## config.mk

```make
export PLATFORM = sky130hd
export DESIGN_NAME = dram_refresh_timer
export DESIGN_NICKNAME = d
export VERILOG_FILES = /design/src/rtl/dram_refresh_pkg.sv /design/src/rtl/dram_refresh_datapath.sv /design/src/rtl/dram_refresh_control.sv /design/src/rtl/dram_refresh_timer.sv
export SDC_FILE = /design/constraint.sdc
export NUM_CORES = 1
export LEC_CHECK = 0
export BUFFER_PORTS_ARGS = -buffer_cell sky130_fd_sc_hd__buf_2
export CAP_MARGIN = 10
export CORE_MARGIN = 2
export CORE_UTILIZATION = 56
export DETAILED_ROUTE_END_ITERATION = 8
export PLACE_DENSITY = 0.75
export SLEW_MARGIN = 20
export SYNTH_ARGS = -nofsm -noshare
export SYNTH_HDL_FRONTEND = slang
export SYNTH_SLANG_ARGS = --single-unit
```

## constraint.sdc

```tcl
create_clock -name clk -period 4.45 [get_ports clk]
set_input_delay 0.2225 -clock clk [delete_from_list [all_inputs] [get_ports clk]]
set_output_delay 0.2225 -clock clk [all_outputs]
set_load 0.01 [all_outputs]
```

## src/rtl/dram_refresh_pkg.sv

```systemverilog
package dram_refresh_pkg;

  localparam int LEN_W = 4;

  // Strobes from control to datapath
  typedef struct packed {
    logic timerClear;   // hold prescaler and interval counter at zero
    logic cycStart;     // grant taken: zero cycle counter, latch length
    logic cycStep;      // advance cycle counter
  } refStrobe_t;

  // Status from datapath to control
  typedef struct packed {
    logic expire;       // interval ended this clock
    logic cycAtFirst;   // cycle counter at clock 0
    logic cycAtDrop;    // cycle counter at L-2: strobes rise next
    logic cycAtLast;    // cycle counter at L-1: cycle ends next
  } refStatus_t;

  function automatic logic [LEN_W-1:0] cycleLength(input logic [1:0] code);
    case (code)
      2'd0:    cycleLength = LEN_W'(8);
      2'd1:    cycleLength = LEN_W'(6);
      2'd2:    cycleLength = LEN_W'(5);
      default: cycleLength = LEN_W'(4);
    endcase
  endfunction

endpackage

```

## src/rtl/dram_refresh_datapath.sv

```systemverilog
module dram_refresh_datapath
  import dram_refresh_pkg::*;
#(
  parameter int CNT_W       = 8,
  parameter int PRE_W       = 2,
  parameter int SYNC_STAGES = 2
) (
  input  logic             clk,
  input  logic             rstN,
  input  logic             refClkIn,
  input  logic [CNT_W-1:0] intervalCount,
  input  logic [1:0]       cycleCode,
  input  refStrobe_t       strobe,
  output refStatus_t       status
);

  logic [SYNC_STAGES:0] syncQ;
  logic                 tickPulse;
  logic [PRE_W-1:0]     preQ;
  logic                 quarterTick;
  logic [CNT_W-1:0]     intervalQ;
  logic [LEN_W-1:0]     cycCnt;
  logic [LEN_W-1:0]     lenQ;

  // Synchroniser plus one stage for edge detection
  always_ff @(posedge clk) begin
    if (!rstN) syncQ <= '0;
    else       syncQ <= {syncQ[SYNC_STAGES-1:0], refClkIn};
  end

  assign tickPulse = syncQ[SYNC_STAGES-1] & ~syncQ[SYNC_STAGES];

  // Divide-by-2**PRE_W prescaler
  always_ff @(posedge clk) begin
    if (!rstN || strobe.timerClear) preQ <= '0;
    else if (tickPulse)             preQ <= preQ + PRE_W'(1);
  end

  assign quarterTick = tickPulse && (preQ == {PRE_W{1'b1}});

  // Interval down-counter, reloaded only when it expires
  always_ff @(posedge clk) begin
    if (!rstN || strobe.timerClear) begin
      intervalQ <= '0;
    end else if (quarterTick) begin
      if (intervalQ == '0) intervalQ <= intervalCount;
      else                 intervalQ <= intervalQ - CNT_W'(1);
    end
  end

  // Refresh cycle counter and latched length
  always_ff @(posedge clk) begin
    if (!rstN) begin
      cycCnt <= '0;
      lenQ   <= cycleLength(2'd3);
    end else if (strobe.cycStart) begin
      cycCnt <= '0;
      lenQ   <= cycleLength(cycleCode);
    end else if (strobe.cycStep) begin
      cycCnt <= cycCnt + LEN_W'(1);
    end
  end

  always_comb begin
    status.expire     = quarterTick && (intervalQ == '0);
    status.cycAtFirst = (cycCnt == '0);
    status.cycAtDrop  = (cycCnt == lenQ - LEN_W'(2));
    status.cycAtLast  = (cycCnt == lenQ - LEN_W'(1));
  end

endmodule

```

## src/rtl/dram_refresh_control.sv

```systemverilog
module dram_refresh_control
  import dram_refresh_pkg::*;
#(
  parameter int QUEUE_DEPTH = 2
) (
  input  logic       clk,
  input  logic       rstN,
  input  logic       refreshEn,
  input  logic       refGnt,
  input  refStatus_t status,
  output refStrobe_t strobe,
  output logic       refReq,
  output logic       rasN,
  output logic       casN
);

  localparam int PEND_W = $clog2(QUEUE_DEPTH + 1);
  localparam logic [PEND_W-1:0] PEND_MAX = PEND_W'(QUEUE_DEPTH);

  typedef enum logic {IDLE, ACTIVE} refState_e;

  refState_e         stateQ;
  logic [PEND_W-1:0] pendQ, pendNext;
  logic              grantTake;

  assign refReq    = refreshEn && (pendQ != '0) && (stateQ == IDLE);
  assign grantTake = refReq && refGnt;

  always_comb begin
    strobe.timerClear = !refreshEn;
    strobe.cycStart   = grantTake;
    strobe.cycStep    = (stateQ == ACTIVE);
  end

  always_comb begin
    pendNext = pendQ;
    if (status.expire && pendQ != PEND_MAX) pendNext = pendNext + PEND_W'(1);
    if (grantTake)                          pendNext = pendNext - PEND_W'(1);
  end

  always_ff @(posedge clk) begin
    if (!rstN)           pendQ <= '0;
    else if (!refreshEn) pendQ <= '0;
    else                 pendQ <= pendNext;
  end

  always_ff @(posedge clk) begin
    if (!rstN) begin
      stateQ <= IDLE;
      rasN   <= 1'b1;
      casN   <= 1'b1;
    end else begin
      case (stateQ)
        IDLE: begin
          if (grantTake) begin
            stateQ <= ACTIVE;
            casN   <= 1'b0;
          end
        end
        default: begin
          if (status.cycAtDrop) begin
            rasN <= 1'b1;
            casN <= 1'b1;
          end else if (status.cycAtFirst) begin
            rasN <= 1'b0;
          end
          if (status.cycAtLast) stateQ <= IDLE;
        end
      endcase
    end
  end

endmodule

```

## src/rtl/dram_refresh_timer.sv

```systemverilog
module dram_refresh_timer
  import dram_refresh_pkg::*;
#(
  parameter int CNT_W       = 8,
  parameter int PRE_W       = 2,
  parameter int SYNC_STAGES = 2,
  parameter int QUEUE_DEPTH = 2
) (
  input  logic             clk,
  input  logic             rstN,
  input  logic             refClkIn,
  input  logic             refreshEn,
  input  logic [CNT_W-1:0] intervalCount,
  input  logic [1:0]       cycleCode,
  input  logic             refGnt,
  output logic             refReq,
  output logic             rasN,
  output logic             casN
);

  refStrobe_t strobe;
  refStatus_t status;

  dram_refresh_datapath #(
    .CNT_W(CNT_W), .PRE_W(PRE_W), .SYNC_STAGES(SYNC_STAGES)
  ) datapath_i (
    .clk(clk), .rstN(rstN), .refClkIn(refClkIn),
    .intervalCount(intervalCount), .cycleCode(cycleCode),
    .strobe(strobe), .status(status)
  );

  dram_refresh_control #(
    .QUEUE_DEPTH(QUEUE_DEPTH)
  ) control_i (
    .clk(clk), .rstN(rstN), .refreshEn(refreshEn), .refGnt(refGnt),
    .status(status), .strobe(strobe),
    .refReq(refReq), .rasN(rasN), .casN(casN)
  );

endmodule

```

* Yosys cells after proc, flatten, opt, wreduce, memory -nomap -nowiden *
Cells that the tools add are included.

cells by class
  add/subtract/negate cells = 7
  equality and inequality tests = 7
  muxes and demuxes = 12
  bitwise logic cells = 4
  reductions and logical operators = 19

operator list
  operator                                                               count
  4-bit case mux with 3 select lines                                     1
  4-bit equality test                                                    2
  8-bit logical NOT                                                      1
  1-bit two-way mux                                                      8
  8-bit two-way mux                                                      1
  8-bit by 1-bit subtractor with 8-bit output, second input constant     1
  1-bit logical AND                                                      6
  2-bit AND reduction                                                    3
  2-bit nonzero test                                                     3
  2-bit by 1-bit adder with 2-bit output, second input constant          2
  4-bit by 1-bit adder with 4-bit output, second input constant          1
  2-bit equality test, second input constant                             2
  4-bit logical NOT                                                      1
  2-bit two-way mux                                                      2
  4-bit by 1-bit subtractor with 4-bit output, second input constant     1
  4-bit by 2-bit subtractor with 4-bit output, second input constant     1
  1-bit inverter                                                         3
  2-bit by 1-bit equality test with 1-bit output, second input constant  1
  1-bit logical NOT                                                      2
  2-bit logical NOT                                                      1
  2-bit by 1-bit != test with 1-bit output, second input constant        1
  2-bit != test, second input constant                                   1
  2-bit OR reduction                                                     1
  2-bit by 1-bit subtractor with 2-bit output, second input constant     1
  2 further kinds                                                        2

word-level totals
  bits in registers = 26
  input bits = 15
  output and inout port bits = 3

* Longest topological paths before layout *
  word-level depth = 8
  depth in mapped cells = 7

* Modules after synthesis *
From an unflattened synthesis, not the netlist that was laid out.

unflattened totals
  cells, all modules = 165
  area total of the unflattened synthesis = 1,490.2 um2

by module, submodules not included
  module                 instances  cells an instance  area an instance (um2)
  dram_refresh_datapath  1          131                1,188.6
  dram_refresh_control   1          34                 301.5

* Least setup slack after synthesis *
OpenSTA, ideal clock, no wires.

  kind = register to register
  start = register datapath_i.intervalQ[0]
  end = register datapath_i.intervalQ[6]
  data arrival time = 1.521 ns
  data required time = 4.380 ns
  path slack = 2.858 ns
  cell stages (with the launch flop) = 7
  buffers on the path = 0
  cell sequence = dfxtp_1 > inv_1 > ha_1 > nor2b_1 > nand2_1 > or4_1 > a21oi_1

between the ends
  longest elaborated chain between the ends = 2
  elaborated cells between the ends (all ways) = 3

ends and longest elaborated chain
  element                                                                                  line                                                      source
  start: declaration                                                                       dram_refresh_datapath.sv:21                               logic [CNT_W-1:0] intervalQ;
  start signal: assignment                                                                 dram_refresh_datapath.sv:46                               if (intervalQ == '0) intervalQ <= intervalCount;
  start signal: assignment                                                                 dram_refresh_datapath.sv:47                               else intervalQ <= intervalQ - CNT_W'(1);
  8-bit by 1-bit subtractor with 8-bit output / 8-bit logical NOT (equally long branches)  dram_refresh_datapath.sv:47, dram_refresh_datapath.sv:46
  8-bit two-way mux (*)                                                                    dram_refresh_datapath.sv:46

Mark *: on every way between the ends. The rest lies on a longest branch, timed or not.
A chain may end at the register's enable or synchronous reset.

* Worst setup path in the final report *
Same ends and word-level chain as after synthesis.

==> impl_metrics.yaml <==
power_and_ir_drop:
  p_sw_uw: 74.0
  fin_total_pwr_uw: 348
  power_leakage_nw: 0.582
  p_int_uw: 274
  swShare_pct: 21.3
  clkPwrFrac_pct: 27.6
  power_density_mw_per_mm2: 222
  sequentialPowerShare_pct: 67.4
  irDropWorstVdd_v: 0.000163
  p_comb_share_pct: 4.9
logic_synthesis:
  syn_area_sq_mm: 0.00144
  postSynthNetCount: 189
  synth.avg_cell_area_sq_um: 8.75
  synth_enable_flop_cells: 0
  async_flop_share_pct: 0
  synth_seq_cells: 26
  yosysUniqueCellTypes: 39
  syn_inst: 165
  synth-seq-area-share_pct: 36.0
  yosysWarnings: 0
  ys.flop_type: "dfxtp_1"
clocking:
  clockRootBuffer: "clkbuf_4"
  clock_path_buffers: 2
  clock_latency_ns: 0.31
  cts_buffers: 3
  ctsResizeCount: 0
  clock_sinks: 26
  clk_pin_slew_ns: 0.13
  postCtsSetupRepairBufs: 0
  ctsHoldBuffers: 0
  htreeDepth: 1
  cts_tree: "built"
setup_path:
  end_kind: "register"
  r2r-start: "datapath_i.intervalQ[0]"
  required_ns: 4.70
  cpMaxStageDelayCell: "or4_1"
  cp-startpoint: "datapath_i.intervalQ[0]"
  cp-start-kind: "register"
  cp_max_fo: 6
  critPathKind: "reg -> reg"
  arrival_ns: 2.08
  cp_cell_sequence: "inv_1 > ha_1 > nor2b_1 > nand2_1 > or4_1 > a21oi_1"
  cpPeakStageDelay_ns: 0.47
global_route:
  grt_max_degree: 14
  grt_pass1_vias: 1054
  antenna_found_initial: 0
  grt-ovfl-total: 0
  grt_pass1_wl_mm: 4.64
  grtUsageTotal_pct: 21.2
sta:
  fin_skew_ns: 0.00274
  max_slew_margin_pct: 63.2
  slew_viol_final: 0
  final.period_utilization_pct: 41.2
  grt_setup_unrepaired: "false"
  min_period_ns: 1.83
  finalSetupViolCount: 0
  whs_ns: 0.104
  worst_slew_pin_slew_ns: 0.547
  fmax_ghz: 0.545
  hold_viol_final: 0
  setup_tns_ns: 0
finish:
  drive_gt1_share_pct: 13.9
  n_antenna_cell: 0
  design_area_sq_mm: 0.00157
  area_delta_synth_final_pct: 8.58
  seq_area_sq_um: 520
  nets: 206
  nFillCells: 223
  multi_input_area_sq_um: 865
detailed_routing:
  ant_nets: 0
  firstDrtPassIters: 4
  vias_per_cell: 5.81
  drt-total-wl_mm: 2.78
  vias: 1221
  drc_errors: 0
  drtIter0Drc: 22
  wire_per_inst_um: 13.2
placement:
  place_area_sq_mm: 0.00155
  gp_congestion: 0.758
  dpl.hpwl_mm: 2.14
  io_buffers: 17
worst_hold_path:
  hold_path_class: "in -> reg"
  hp-start: "refClkIn"
outcome:
  status: "finished clean"
die:
  pin_count: 18
  placementRows: 18
  coreArea_sq_mm: 0.00245
  dieWidth_um: 54.8
  die_h_um: 54.8
  dieArea_sq_mm: 0.00300
  initial_core_util_pct: 58.8
job:
  drv_cap: 0
power by group through the flow:
stage	Sequential (mW)	Combinational, mW	Clock, mW
after CTS	0.235	0.0171	0.100
after floorplan	0.240	0.00859	0
after global placement	0.240	0.0167	0
after global routing	0.235	0.0192	0.108
final	0.235	0.0171	0.0962
after detailed placement	0.240	0.0170	0
worst paths after layout:
check        slack [ns]  cells past startpoint                      end
max reg2reg        2.62                      6  datapath_i.intervalQ[6]
min                0.10                      2      datapath_i.syncQ[0]
min reg2reg        0.45                      1      datapath_i.syncQ[1]
max                2.62                      6  datapath_i.intervalQ[6]
logic make-up after synthesis:
group,count (synthesis),synth area share [%]
buf+inv,15,4.07
fa+ha+maj,9,7.80
compound gates,31,13.5
mux,6,4.33
simple gates,63,25.1
flops,26,36.0
xor+xnor,15,9.10
placed cells by master (no fill, tap or decap), types with 3 or more instances in the layout:
cell	Yosys	final
nand4_1	3	3
nor2b_1	3	3
clkbuf_4	0	3
inv_1	10	10
buf_2	2	17
nor4_1	3	3
nor3_1	7	7
a21oi_1	8	8
xnor2_1	10	10
nand2_1	11	11
xor2_1	5	5
and2_1	5	5
mux2i_1	4	4
a21boi_0	3	3
ha_1	9	9
o21ai_0	9	9
dfxtp_1	26	26
nor2_1	12	12
nand3b_1	3	3
nand3_1	4	4
cells in the mapped netlist (2+ instances only):
cell type	number	area share, %
xor2_1	5	3.0
nand2_1	11	2.9
and2_1	5	2.2
xnor2_1	10	6.1
mux2i_1	4	2.8
a21o_1	2	1.0
nor4_1	3	1.3
nand4bb_1	2	1.6
nor3_1	7	2.4
dfxtp_1	26	36
nor3b_1	2	1.0
nand4_1	3	1.3
a311oi_1	2	1.2
inv_1	10	2.6
o21ai_0	9	3.1
a21oi_1	8	2.8
nor2_1	12	3.1
a21boi_0	3	1.6
nand3_1	4	1.4
mux2_2	2	1.6
nand3b_1	3	1.6
a31oi_1	2	0.87
ha_1	9	7.8
nor2b_1	3	1.3
buf_2	2	0.69
clkbuf_1	3	0.78
area by class of cell:
type                       count  area share, %
sequential                    26           33.2
multi-input combinational    124           55.1
clock buffer                   3           1.44
inverter                      10           2.39
tap                           30           2.39
timing repair buffer          17           5.43
per-layer routing:
layer | routed length (um) | up-vias | GRT usage [%]
met4 | 15 | 0 | 6.67
met2 | 1430 | 22 | 36.9
met1 | 1230 | 581 | 26.3
met5 | 0 | - | 0
met3 | 105 | 2 | 3.55
li1 | - | 616 | -
metrics by stage:
stage | worst slack [ns] | instances | utilization, %
after global placement | 2.71 | 207 | 62.9
final | 2.62 | 210 | 63.9
after global routing | 2.40 | 210 | 63.9
after floorplan | 2.86 | 165 | -
after CTS | 2.65 | 210 | 63.9
after detailed placement | 2.68 | 207 | 62.9
flip-flops by register name, summed over array words and instances, names as in the netlist:
register              cells
datapath_i.intervalQ      8
datapath_i.cycCnt         4
datapath_i.lenQ           4
datapath_i.syncQ          3
control_i.pendQ           2
datapath_i.preQ           2
control_i.casN            1
control_i.rasN            1
control_i.stateQ          1
worst max-delay path: cells and delay by family (launching register included):
family	cells	cell delay, ns
buf+inv	1	0.10
simple gates	3	0.92
flops	1	0.35
fa+ha+maj	1	0.26
compound gates	1	0.14
Note: power is estimated with default switching activity, not from simulation.
